$ cat src/rtl/tmr16_pkg.sv
package tmr16_pkg;

  typedef logic [3:0] reg_addr_t;

  localparam reg_addr_t A_CTRL  = 4'h0;
  localparam reg_addr_t A_FORCE = 4'h1;
  localparam reg_addr_t A_FLAG  = 4'h2;
  // byte pairs: counter, then each compare, low byte at even address
  localparam reg_addr_t A_WIDE  = 4'h4;

  typedef enum logic [1:0] {
    OC_KEEP   = 2'b00,
    OC_TOGGLE = 2'b01,
    OC_LOW    = 2'b10,
    OC_HIGH   = 2'b11
  } oc_mode_e;

  function automatic logic oc_apply(oc_mode_e m, logic cur);
    case (m)
      OC_TOGGLE: return ~cur;
      OC_LOW:    return 1'b0;
      OC_HIGH:   return 1'b1;
      default:   return cur;
    endcase
  endfunction

endpackage

$ cat src/rtl/tmr16_regs.sv
module tmr16_regs
  import tmr16_pkg::*;
#(
  parameter int unsigned DATA_W = 8,
  parameter int unsigned N_CH   = 2,
  localparam int unsigned CNT_W = 2 * DATA_W
) (
  input  logic              clk_i,
  input  logic              rst_ni,
  input  logic              wr_i,
  input  logic              rd_i,
  input  reg_addr_t         addr_i,
  input  logic [DATA_W-1:0] wdata_i,
  input  logic [CNT_W-1:0]  cnt_i,
  input  logic [CNT_W-1:0]  cmp_i [N_CH],
  input  logic [N_CH-1:0]   flag_i,
  output logic [DATA_W-1:0] rdata_o,
  output logic              cnt_wr_o,
  output logic [N_CH-1:0]   cmp_wr_o,
  output logic [CNT_W-1:0]  wide_o,
  output logic [N_CH-1:0]   force_o,
  output logic [N_CH-1:0]   flag_clr_o,
  output logic              ctc_o,
  output oc_mode_e          mode_o [N_CH]
);

  localparam int unsigned N_WIDE = N_CH + 1;

  logic [DATA_W-1:0] temp_q, temp_d;
  logic              temp_ld;
  logic [N_WIDE-1:0] commit;
  logic [CNT_W-1:0]  wide_val [N_WIDE];
  logic              ctc_q;
  oc_mode_e          mode_q [N_CH];
  logic [DATA_W-1:0] ctrl_rd;

  assign wide_val[0] = cnt_i;
  for (genvar g = 0; g < N_CH; g++) begin : g_wide
    assign wide_val[g+1] = cmp_i[g];
  end

  assign cnt_wr_o = commit[0];
  assign cmp_wr_o = commit[N_WIDE-1:1];
  assign wide_o   = {temp_q, wdata_i};
  assign ctc_o    = ctc_q;
  assign mode_o   = mode_q;

  always_comb begin
    ctrl_rd    = '0;
    ctrl_rd[0] = ctc_q;
    for (int k = 0; k < N_CH; k++) ctrl_rd[2*k+1 +: 2] = mode_q[k];
  end

  always_comb begin
    commit     = '0;
    temp_ld    = 1'b0;
    temp_d     = temp_q;
    rdata_o    = '0;
    force_o    = '0;
    flag_clr_o = '0;
    for (int k = 0; k < N_WIDE; k++) begin
      if (addr_i == reg_addr_t'(A_WIDE + 2*k)) begin
        commit[k] = wr_i;
        if (rd_i) begin
          rdata_o = wide_val[k][DATA_W-1:0];
          temp_ld = 1'b1;
          temp_d  = wide_val[k][CNT_W-1:DATA_W];
        end
      end
      if (addr_i == reg_addr_t'(A_WIDE + 2*k + 1)) begin
        if (wr_i) begin
          temp_ld = 1'b1;
          temp_d  = wdata_i;
        end
        if (rd_i) rdata_o = temp_q;
      end
    end
    if (addr_i == A_CTRL && rd_i) rdata_o = ctrl_rd;
    if (addr_i == A_FLAG && rd_i) rdata_o = DATA_W'(flag_i);
    if (addr_i == A_FORCE && wr_i) force_o    = wdata_i[N_CH-1:0];
    if (addr_i == A_FLAG  && wr_i) flag_clr_o = wdata_i[N_CH-1:0];
  end

  always_ff @(posedge clk_i or negedge rst_ni) begin
    if (!rst_ni) begin
      temp_q <= '0;
      ctc_q  <= 1'b0;
      for (int k = 0; k < N_CH; k++) mode_q[k] <= OC_KEEP;
    end else begin
      if (temp_ld) temp_q <= temp_d;
      if (wr_i && addr_i == A_CTRL) begin
        ctc_q <= wdata_i[0];
        for (int k = 0; k < N_CH; k++) mode_q[k] <= oc_mode_e'(wdata_i[2*k+1 +: 2]);
      end
    end
  end

  // force address has no storage behind it
  p_force_reads_zero_r7: assert property (@(posedge clk_i) disable iff (!rst_ni)
    (rd_i && addr_i == A_FORCE) |-> rdata_o == '0);

endmodule

$ cat src/rtl/tmr16_count.sv
module tmr16_count #(
  parameter int unsigned CNT_W = 16
) (
  input  logic             clk_i,
  input  logic             rst_ni,
  input  logic             tick_i,
  input  logic             wr_i,
  input  logic [CNT_W-1:0] wdata_i,
  input  logic             clr_i,
  output logic [CNT_W-1:0] cnt_o,
  output logic             cmp_en_o
);

  logic [CNT_W-1:0] cnt_q;
  logic             blk_q;

  assign cnt_o    = cnt_q;
  assign cmp_en_o = tick_i & ~blk_q & ~wr_i;

  always_ff @(posedge clk_i or negedge rst_ni) begin
    if (!rst_ni) begin
      cnt_q <= '0;
      blk_q <= 1'b0;
    end else if (wr_i) begin
      cnt_q <= wdata_i;
      blk_q <= 1'b1;
    end else if (tick_i) begin
      blk_q <= 1'b0;
      cnt_q <= clr_i ? '0 : cnt_q + CNT_W'(1);
    end
  end

  p_inc_r4: assert property (@(posedge clk_i) disable iff (!rst_ni)
    (tick_i && !wr_i && !clr_i) |=> cnt_q == $past(cnt_q) + CNT_W'(1));
  p_hold_r4: assert property (@(posedge clk_i) disable iff (!rst_ni)
    (!tick_i && !wr_i) |=> $stable(cnt_q));
  p_write_wins_r11: assert property (@(posedge clk_i) disable iff (!rst_ni)
    wr_i |=> cnt_q == $past(wdata_i));
  p_ctc_clear_r10: assert property (@(posedge clk_i) disable iff (!rst_ni)
    (tick_i && clr_i && !wr_i) |=> cnt_q == '0);
  p_block_r9: assert property (@(posedge clk_i) disable iff (!rst_ni)
    (wr_i && !clr_i) |=> !cmp_en_o);

endmodule

$ cat src/rtl/tmr16_chan.sv
module tmr16_chan
  import tmr16_pkg::*;
#(
  parameter int unsigned CNT_W = 16
) (
  input  logic             clk_i,
  input  logic             rst_ni,
  input  logic             cmp_wr_i,
  input  logic [CNT_W-1:0] wdata_i,
  input  logic [CNT_W-1:0] cnt_i,
  input  logic             cmp_en_i,
  input  logic             force_i,
  input  logic             flag_clr_i,
  input  oc_mode_e         mode_i,
  output logic [CNT_W-1:0] cmp_o,
  output logic             match_o,
  output logic             flag_o,
  output logic             wave_o
);

  logic [CNT_W-1:0] cmp_q;
  logic             flag_q, wave_q;

  assign cmp_o   = cmp_q;
  assign match_o = cmp_en_i && (cnt_i == cmp_q);
  assign flag_o  = flag_q;
  assign wave_o  = wave_q;

  always_ff @(posedge clk_i or negedge rst_ni) begin
    if (!rst_ni) begin
      cmp_q  <= '0;
      flag_q <= 1'b0;
      wave_q <= 1'b0;
    end else begin
      if (cmp_wr_i) cmp_q <= wdata_i;
      // set beats clear
      if (match_o)         flag_q <= 1'b1;
      else if (flag_clr_i) flag_q <= 1'b0;
      if (match_o || force_i) wave_q <= oc_apply(mode_i, wave_q);
    end
  end

  p_flag_src_r5: assert property (@(posedge clk_i) disable iff (!rst_ni)
    $rose(flag_q) |-> $past(match_o));
  p_wave_src_r6: assert property (@(posedge clk_i) disable iff (!rst_ni)
    !$stable(wave_q) |-> $past(match_o || force_i));
  p_force_noflag_r7: assert property (@(posedge clk_i) disable iff (!rst_ni)
    (force_i && !match_o && !flag_q) |=> !flag_q);

endmodule

$ cat src/rtl/tmr16_timer.sv
module tmr16_timer
  import tmr16_pkg::*;
#(
  parameter int unsigned DATA_W = 8,
  parameter int unsigned N_CH   = 2
) (
  input  logic              clk_i,
  input  logic              rst_ni,
  input  logic              tick_i,
  input  logic              bus_wr_i,
  input  logic              bus_rd_i,
  input  logic [3:0]        bus_addr_i,
  input  logic [DATA_W-1:0] bus_wdata_i,
  output logic [DATA_W-1:0] bus_rdata_o,
  output logic [N_CH-1:0]   wave_o,
  output logic [N_CH-1:0]   irq_o
);

  localparam int unsigned CNT_W = 2 * DATA_W;

  logic [CNT_W-1:0] cnt, wide;
  logic [CNT_W-1:0] cmp_val [N_CH];
  logic             cnt_wr, cmp_en, ctc;
  logic [N_CH-1:0]  cmp_wr, force_s, flag_clr, match, flag;
  oc_mode_e         mode [N_CH];

  tmr16_regs #(.DATA_W(DATA_W), .N_CH(N_CH)) i_regs (
    .clk_i, .rst_ni,
    .wr_i       (bus_wr_i),
    .rd_i       (bus_rd_i),
    .addr_i     (bus_addr_i),
    .wdata_i    (bus_wdata_i),
    .cnt_i      (cnt),
    .cmp_i      (cmp_val),
    .flag_i     (flag),
    .rdata_o    (bus_rdata_o),
    .cnt_wr_o   (cnt_wr),
    .cmp_wr_o   (cmp_wr),
    .wide_o     (wide),
    .force_o    (force_s),
    .flag_clr_o (flag_clr),
    .ctc_o      (ctc),
    .mode_o     (mode)
  );

  tmr16_count #(.CNT_W(CNT_W)) i_count (
    .clk_i, .rst_ni,
    .tick_i,
    .wr_i     (cnt_wr),
    .wdata_i  (wide),
    .clr_i    (ctc & match[0]),
    .cnt_o    (cnt),
    .cmp_en_o (cmp_en)
  );

  for (genvar g = 0; g < N_CH; g++) begin : g_ch
    tmr16_chan #(.CNT_W(CNT_W)) i_chan (
      .clk_i, .rst_ni,
      .cmp_wr_i   (cmp_wr[g]),
      .wdata_i    (wide),
      .cnt_i      (cnt),
      .cmp_en_i   (cmp_en),
      .force_i    (force_s[g]),
      .flag_clr_i (flag_clr[g]),
      .mode_i     (mode[g]),
      .cmp_o      (cmp_val[g]),
      .match_o    (match[g]),
      .flag_o     (flag[g]),
      .wave_o     (wave_o[g])
    );
  end

  assign irq_o = flag;

endmodule

$ cat config.mk
export PLATFORM = sky130hd
export DESIGN_NAME = tmr16_timer
export DESIGN_NICKNAME = d
export VERILOG_FILES = /design/src/rtl/tmr16_pkg.sv /design/src/rtl/tmr16_regs.sv /design/src/rtl/tmr16_count.sv /design/src/rtl/tmr16_chan.sv /design/src/rtl/tmr16_timer.sv
export SDC_FILE = /design/constraint.sdc
export NUM_CORES = 1
export LEC_CHECK = 0
export ABC_AREA = 0
export BUFFER_PORTS_ARGS = -buffer_cell sky130_fd_sc_hd__buf_2
export CORE_UTILIZATION = 60
export CTS_BUF_LIST = sky130_fd_sc_hd__clkbuf_16
export DETAILED_ROUTE_END_ITERATION = 12
export PLACE_DENSITY = 0.79
export SLEW_MARGIN = 15
export SYNTH_ARGS = -nofsm -noshare
export SYNTH_HDL_FRONTEND = slang
export SYNTH_SLANG_ARGS = --single-unit
$ cat constraint.sdc
create_clock -name clk_i -period 3.7 [get_ports clk_i]
set_input_delay 0.37 -clock clk_i [delete_from_list [all_inputs] [get_ports clk_i]]
set_output_delay 0.37 -clock clk_i [all_outputs]
set_load 0.05 [all_outputs]
# Word level (Yosys, flattened, before mapping)
# Cells that the tools add are included.
[totals] register_bits=66 latch_bits=0 mem_bits_rw=0 romBits=0 inputBits=17 out_inout_bits=12 word_cells=107 n_memories=0
[classes] add_sub_neg=1 n_mul=0 n_div=0 magnitude_cmp=0 eq_ne=16 shifts=0 muxes=54 bitwise_logic=7 n_reduce_logical=17
[op_table] operator="$mux W8" count=26
[op_table] operator="$mux W16" count=3
[op_table] operator="$eq A16 B16 Y1" count=2
[op_table] operator="$mux W1" count=21
[op_table] operator="$add A16 B1 Y16 const B" count=1
[op_table] operator="$eq A4 B3 Y1 const B" count=4
[op_table] operator="$eq A2 B2 Y1 const B" count=4
[op_table] operator="$eq A4 B4 Y1 const B" count=2
[op_table] operator="$logic_and A1 B1 Y1" count=7
[op_table] operator="$pmux W1 S3" count=2
[op_table] operator="$reduce_bool A2 Y1" count=3
[op_table] operator="$reduce_bool A3 Y1" count=2
[op_table] operator="$eq A2 B1 Y1 const B" count=2
[op_table] operator="$eq A4 B1 Y1 const B" count=1
[op_table] operator="$eq A4 B2 Y1 const B" count=1
[op_table] operator="$logic_not A4 Y1" count=1
[op_table] operator="$mux W2" count=2
[op_table] operator="$not A1 Y1" count=4
[op_table] operator="$reduce_and A2 Y1" count=2
[op_table] operator="$and A1 B1 Y1" count=3
[op_table] operator="$logic_or A1 B1 Y1" count=2

# Logic depth before layout (Yosys ltp)
[logic_depth] word_depth=14 depth_mapped=8 depth_no_buf=7

# By module
# A second synthesis with hierarchy kept.
[unflattened] cells_unflattened=490 area_unflattened_um2=4568.1
[by_module_without_submodules] mod="tmr16_chan" n_inst=2 cells_per_inst=70 area_per_inst_um2=882.1 seq_area_each_um2=450.4
[by_module_without_submodules] mod="tmr16_regs" n_inst=1 cells_per_inst=218 area_per_inst_um2=1671.6 seq_area_each_um2=325.3
[by_module_without_submodules] mod="tmr16_count" n_inst=1 cells_per_inst=131 area_per_inst_um2=1126.1 seq_area_each_um2=425.4
[by_module_without_submodules] mod="tmr16_timer" n_inst=1 cells_per_inst=1 area_per_inst_um2=6.3 seq_area_each_um2=0.0

# Worst setup path before layout
# Ideal clock, no wire load.
[synth_path] kind="in2out" startpoint="in bus_rd_i" endpoint="out bus_rdata_o[2]" t_arrival_ps=2228 t_required_ps=3330 path_slack_ps=1102 cell_stages=5 n_path_buf=1 path_cell_list="buf_2 > nand2b_1 > nor3_1 > a22oi_1 > o21ai_0"
[synth_between] elab_chain_len=14 elab_cells_between_ends=16 classes_between="mux: 14; reduce/logical: 2"
[synth_rtl] item="start: declaration" line="tmr16_timer.sv:11" text="input logic bus_rd_i,"
[synth_rtl] item="$mux W8" line="tmr16_regs.sv:64" text="if (rd_i) begin"
[synth_rtl] item="$mux W8" line="tmr16_regs.sv:62" text="if (addr_i == reg_addr_t'(A_WIDE + 2*k)) begin"
[synth_rtl] item="$mux W8" line="tmr16_regs.sv:75" text="if (rd_i) rdata_o = temp_q;"
[synth_rtl] item="$mux W8" line="tmr16_regs.sv:70" text="if (addr_i == reg_addr_t'(A_WIDE + 2*k + 1)) begin"
[synth_rtl] item="$mux W8" line="tmr16_regs.sv:64"
[synth_rtl] item="$mux W8" line="tmr16_regs.sv:62"
[synth_rtl] item="$mux W8" line="tmr16_regs.sv:75"
[synth_rtl] item="$mux W8" line="tmr16_regs.sv:70"
[synth_rtl] item="$mux W8" line="tmr16_regs.sv:64"
[synth_rtl] item="$mux W8" line="tmr16_regs.sv:62"
[synth_rtl] item="$mux W8" line="tmr16_regs.sv:75"
[synth_rtl] item="$mux W8" line="tmr16_regs.sv:70"
[synth_rtl] item="$mux W8" line="tmr16_regs.sv:78" text="if (addr_i == A_CTRL && rd_i) rdata_o = ctrl_rd;"
[synth_rtl] item="$mux W8 *" line="tmr16_regs.sv:79" text="if (addr_i == A_FLAG && rd_i) rdata_o = DATA_W'(flag_i);"
[synth_rtl] item="end: declaration" line="tmr16_timer.sv:14" text="output logic [DATA_W-1:0] bus_rdata_o,"
# Mark *: on every way between the ends. The rest lies on a longest branch, timed or not.

# Worst setup path after layout
[layout_path] startpoint="in bus_addr_i[0]" endpoint="out bus_rdata_o[3]"
[layout_between] elab_chain_len=14 elab_cells_between_ends=23 classes_between="eq/ne: 7; mux: 13; reduce/logical: 3"
[layout_rtl] item="start: declaration" line="tmr16_timer.sv:12" text="input logic [3:0] bus_addr_i,"
[layout_rtl] item="$eq A4 B3 Y1" line="tmr16_regs.sv:62"
[layout_rtl] item="$mux W8" line="tmr16_regs.sv:62"
[layout_rtl] item="$mux W8" line="tmr16_regs.sv:75"
[layout_rtl] item="$mux W8" line="tmr16_regs.sv:70"
[layout_rtl] item="$mux W8" line="tmr16_regs.sv:64"
[layout_rtl] item="$mux W8" line="tmr16_regs.sv:62"
[layout_rtl] item="$mux W8" line="tmr16_regs.sv:75"
[layout_rtl] item="$mux W8" line="tmr16_regs.sv:70"
[layout_rtl] item="$mux W8" line="tmr16_regs.sv:64"
[layout_rtl] item="$mux W8" line="tmr16_regs.sv:62"
[layout_rtl] item="$mux W8" line="tmr16_regs.sv:75"
[layout_rtl] item="$mux W8" line="tmr16_regs.sv:70"
[layout_rtl] item="$mux W8" line="tmr16_regs.sv:78"
[layout_rtl] item="$mux W8 *" line="tmr16_regs.sv:79"
# Marks and branches as above.

==> summary.md <==
| Metric | Value |
|---|---|
| Status | complete, no violations |
| Chip width | 86.1 µm |
| Compound-cell area share of the yosys netlist | 20.3% |
| Min-Delay Path Class | input port to asynchronous set/reset pin |
| Post-route ant nets | 0 |
| Peak supply drop | 0.000393 V |
| Syn. warnings | 0 |
| Placed cell count | 542 |
| GRT busiest layer | met2 |
| Measured slew at the worst slew-check pin | 0.973 ns |
| Area Overhead vs Synth | 8.79% |
| Initial antenna violation count | 0 |
| Post-synthesis cell type count | 53 |
| RSZ-0062 raised after global routing | false |
| Xor/xnor share of the synthesized area | 6.81% |
| DR pass1 iterations | 6 |
| MaxCap Viol Count | 0 |
| Ant. Diodes | 0 |
| CP arrival | 2.29 ns |
| Seq cells post-synth | 66 |
| Flop-to-flop setup slack | 1.31 ns |
| Design Area, Final | 0.00461 mm² |
| Dominant synthesized flop cell | dfrtp_1 |
| Met1 GRT Util | 48.0% |
| Cells along the critical path | buf_2 > nand2b_1 > nor2_1 > and2_1 > a222oi_1 > o21ai_0 > buf_2 |
| Adder-cell share of the synthesized area | 0.295% |
| Fin crit share | 71.8% |
| Final Skew | 0.00552 ns |
| Worst Setup End Kind | output port |
| Vias in the first global route | 3420 |
| Dpl hpwl | 8650 µm |
| Number of synthesized flops with an enable pin | 0 |
| Fillcell total | 530 |
| Post-synthesis cell count | 448 |
| Die area | 0.00741 mm² |
| Die Y | 86.1 µm |
| Hold slack | 0.0783 ns |
| I/O pin cnt | 29 |
| Syn Std Cell Area | 0.00424 mm² |
| Multiplexer share of the synthesized area | 12.4% |
| Commonest non-fill, non-tap cell in the layout | dfrtp_1 |
| Ys async rst share | 100% |
| Pwr Density | 627 mW/mm² |
| CP most frequent cell | buf_2 |
| Setup violators final | 0 |
| Largest net degree at the start of global routing | 38 |
| WL/cell | 21.4 µm |
| CP max FO | 14 |
| Worst slew margin | 34.4% |
| Post-CTS setup buffer count | 0 |
| WP data required | 3.33 ns |
| # rows | 30 |
| Nets | 475 |
| Main combinational cell family by area after synthesis | compound AO/OA/AOI/OAI gates |
| CP Launch Type | input port |
| Setup tns final | 0 ns |
| Sink Count | 66 |
| Total vias in the final route | 3748 |
| Vias per cell | 6.73 |
| Reg2reg end | i_count.cnt_o[5] |
| Initial core utilization | 62.4% |
| TritonCTS Buffers | 9 |
| Cell count of the worst reg-to-reg path | 6 |
| Post-CTS Resized | 0 |
| M2 GR Usage | 51.6% |
| Global Route met3 Usage | 8.37% |
| Final min period | 2.66 ns |
| Worst-Skew Late Latency | 0.33 ns |
| Lkg Pwr | 0.00197 µW |
| Most frequent cells in the layout | dfrtp_1, mux2_2, nand2_1 |
| Tot GR Track Use | 34.2% |
| Max Fclk | 376 MHz |
| Placed inst area | 0.00434 mm² |
| CP Class | input port to output port |
| Critical Path Slowest Stage Cell | and2_1 |
| Hold-fix buffers, CTS | 0 |
| I/O Buffers | 28 |
| Core ar. | 0.00679 mm² |
| Max-slew violation count | 0 |
| GRT overflow | 0 |
| Clk buf depth | 2 |
| Fin cells | 557 |
| Sequential element share of the synthesized area | 38.9% |
| CP max stage delay | 0.53 ns |
| Simple-Gate Fraction of Synth Area | 15.4% |
| Proportion of layout cells with a drive suffix above 1 | 19.5% |
| Placement Setup Slack | 1.13 ns |
| Post-route setup slack | 1.04 ns |
| Htree depth | 3 |
| Post-Route WL | 11900 µm |
| RR Startpoint | i_count.cnt_o[5] |
| Post-Syn Nets | 466 |
| CTS tree | built |
| Root buffer cell | clkbuf_16 |
| Final routed DRC violation total | 0 |
| Iter 0 DRT Violations | 504 |
| Gpl congestion | 0.993 |
| Final Hold Violating Endpoints | 0 |
| Mean Syn Cell Area | 9.47 µm² |
| Clock transition at path regs | 0.05 ns |
| First-pass GRT wire length | 18800 µm |
layout make-up:
type	instances	area (µm²)	area share, %
clock inverters	6	51.3	1.11
inverters	14	52.6	1.14
repair buffers	32	170	3.69
well taps	96	120	2.60
flip-flops and latches	66	1650	35.8
clock buffers	9	225	4.88
multi-input cells	334	2340	50.8
registers in the layout (all words and copies together) (netlist names):
name,cells
g_ch.i_chan.flag_o,2
g_ch.i_chan.wave_o,2
i_count.blk_q,1
i_regs.ctc_o,1
i_regs.temp_q,8
i_count.cnt_o,16
i_regs.mode_o,4
g_ch.i_chan.cmp_o,32
power by group:
| group | internal (µW) | switching, µW | total, µW |
|---|---|---|---|
| Sequential | 936 | 360 | 1300 |
| Clock | 507 | 301 | 808 |
| Combinational | 397 | 392 | 790 |
| Total | 1840 | 1050 | 2890 |
through the flow:
stage | power, µW | util, %
finish | 2890 | 67.9
global route | 3010 | 67.9
CTS | 2880 | 67.9
detailed placement | 2060 | 63.8
global placement | 2040 | 63.8
floorplan | 1820 | -
critical path, delay by kind of cell:
| kind | cells | cell delay, ns |
|---|---|---|
| compound gates | 2 | 0.29 |
| buf+inv | 2 | 0.48 |
| simple gates | 3 | 1.14 |
cell families (layout without fill, tap and decap cells):
kind of cell,count (synthesis),count (layout)
and+or+nand+nor,130,130
AOI/OAI and AO/OA,122,122
DFF,66,66
muxes,48,48
buffers and inverters,48,61
xor gates and xnor gates,33,33
adders and majority gates,1,1
per-layer routing:
layer | part of all wire [%] | wire length, µm
met3 | 9.3 | 1110
met4 | 1.5 | 180
met5 | 0 | 0
met2 | 47 | 5560
met1 | 43 | 5080
worst max path at each step:
stage | start | to | slack, ns | cells past startpoint
after floorplan | bus_rd_i | bus_rdata_o[2] | 1.10 | 5
after global placement | bus_addr_i[0] | bus_rdata_o[4] | 1.18 | 7
after detailed placement | bus_addr_i[1] | bus_rdata_o[0] | 1.13 | 7
after CTS | bus_addr_i[1] | bus_rdata_o[0] | 1.11 | 7
after global routing | bus_addr_i[1] | bus_rdata_o[0] | 0.96 | 7
final | bus_addr_i[0] | bus_rdata_o[3] | 1.04 | 7
Yosys cell counts, drive strengths merged, types with 2 or more instances:
cell    instances  area share, %
and2            3           0.44
xor2            8            1.7
a31oi          12            2.1
o221ai          3           0.62
mux2i          10            2.4
nor4            3           0.80
xnor2          25            5.2
a211oi          2           0.35
and3            5           0.74
nor2           32            2.8
a32o            2           0.47
a211o           6            1.2
inv            14            1.2
nor3b           4           0.71
a22oi          15            2.7
nand4           8            1.2
a222oi          4           0.94
a221o           5            1.2
a21o            4           0.71
nor2b           6           0.89
nor3            8            1.1
o22a            6            1.2
a21oi          19            2.2
nand2b          2           0.29
o21ai          30            3.5
o311ai          3           0.62
nand3          21            2.7
dfrtp          66             39
mux2           38             10
buf            20            3.3
o31ai           2           0.35
nand2          34            3.0
o31a            4           0.83
clkbuf         14            1.2
(Power assumes the default switching activity.)
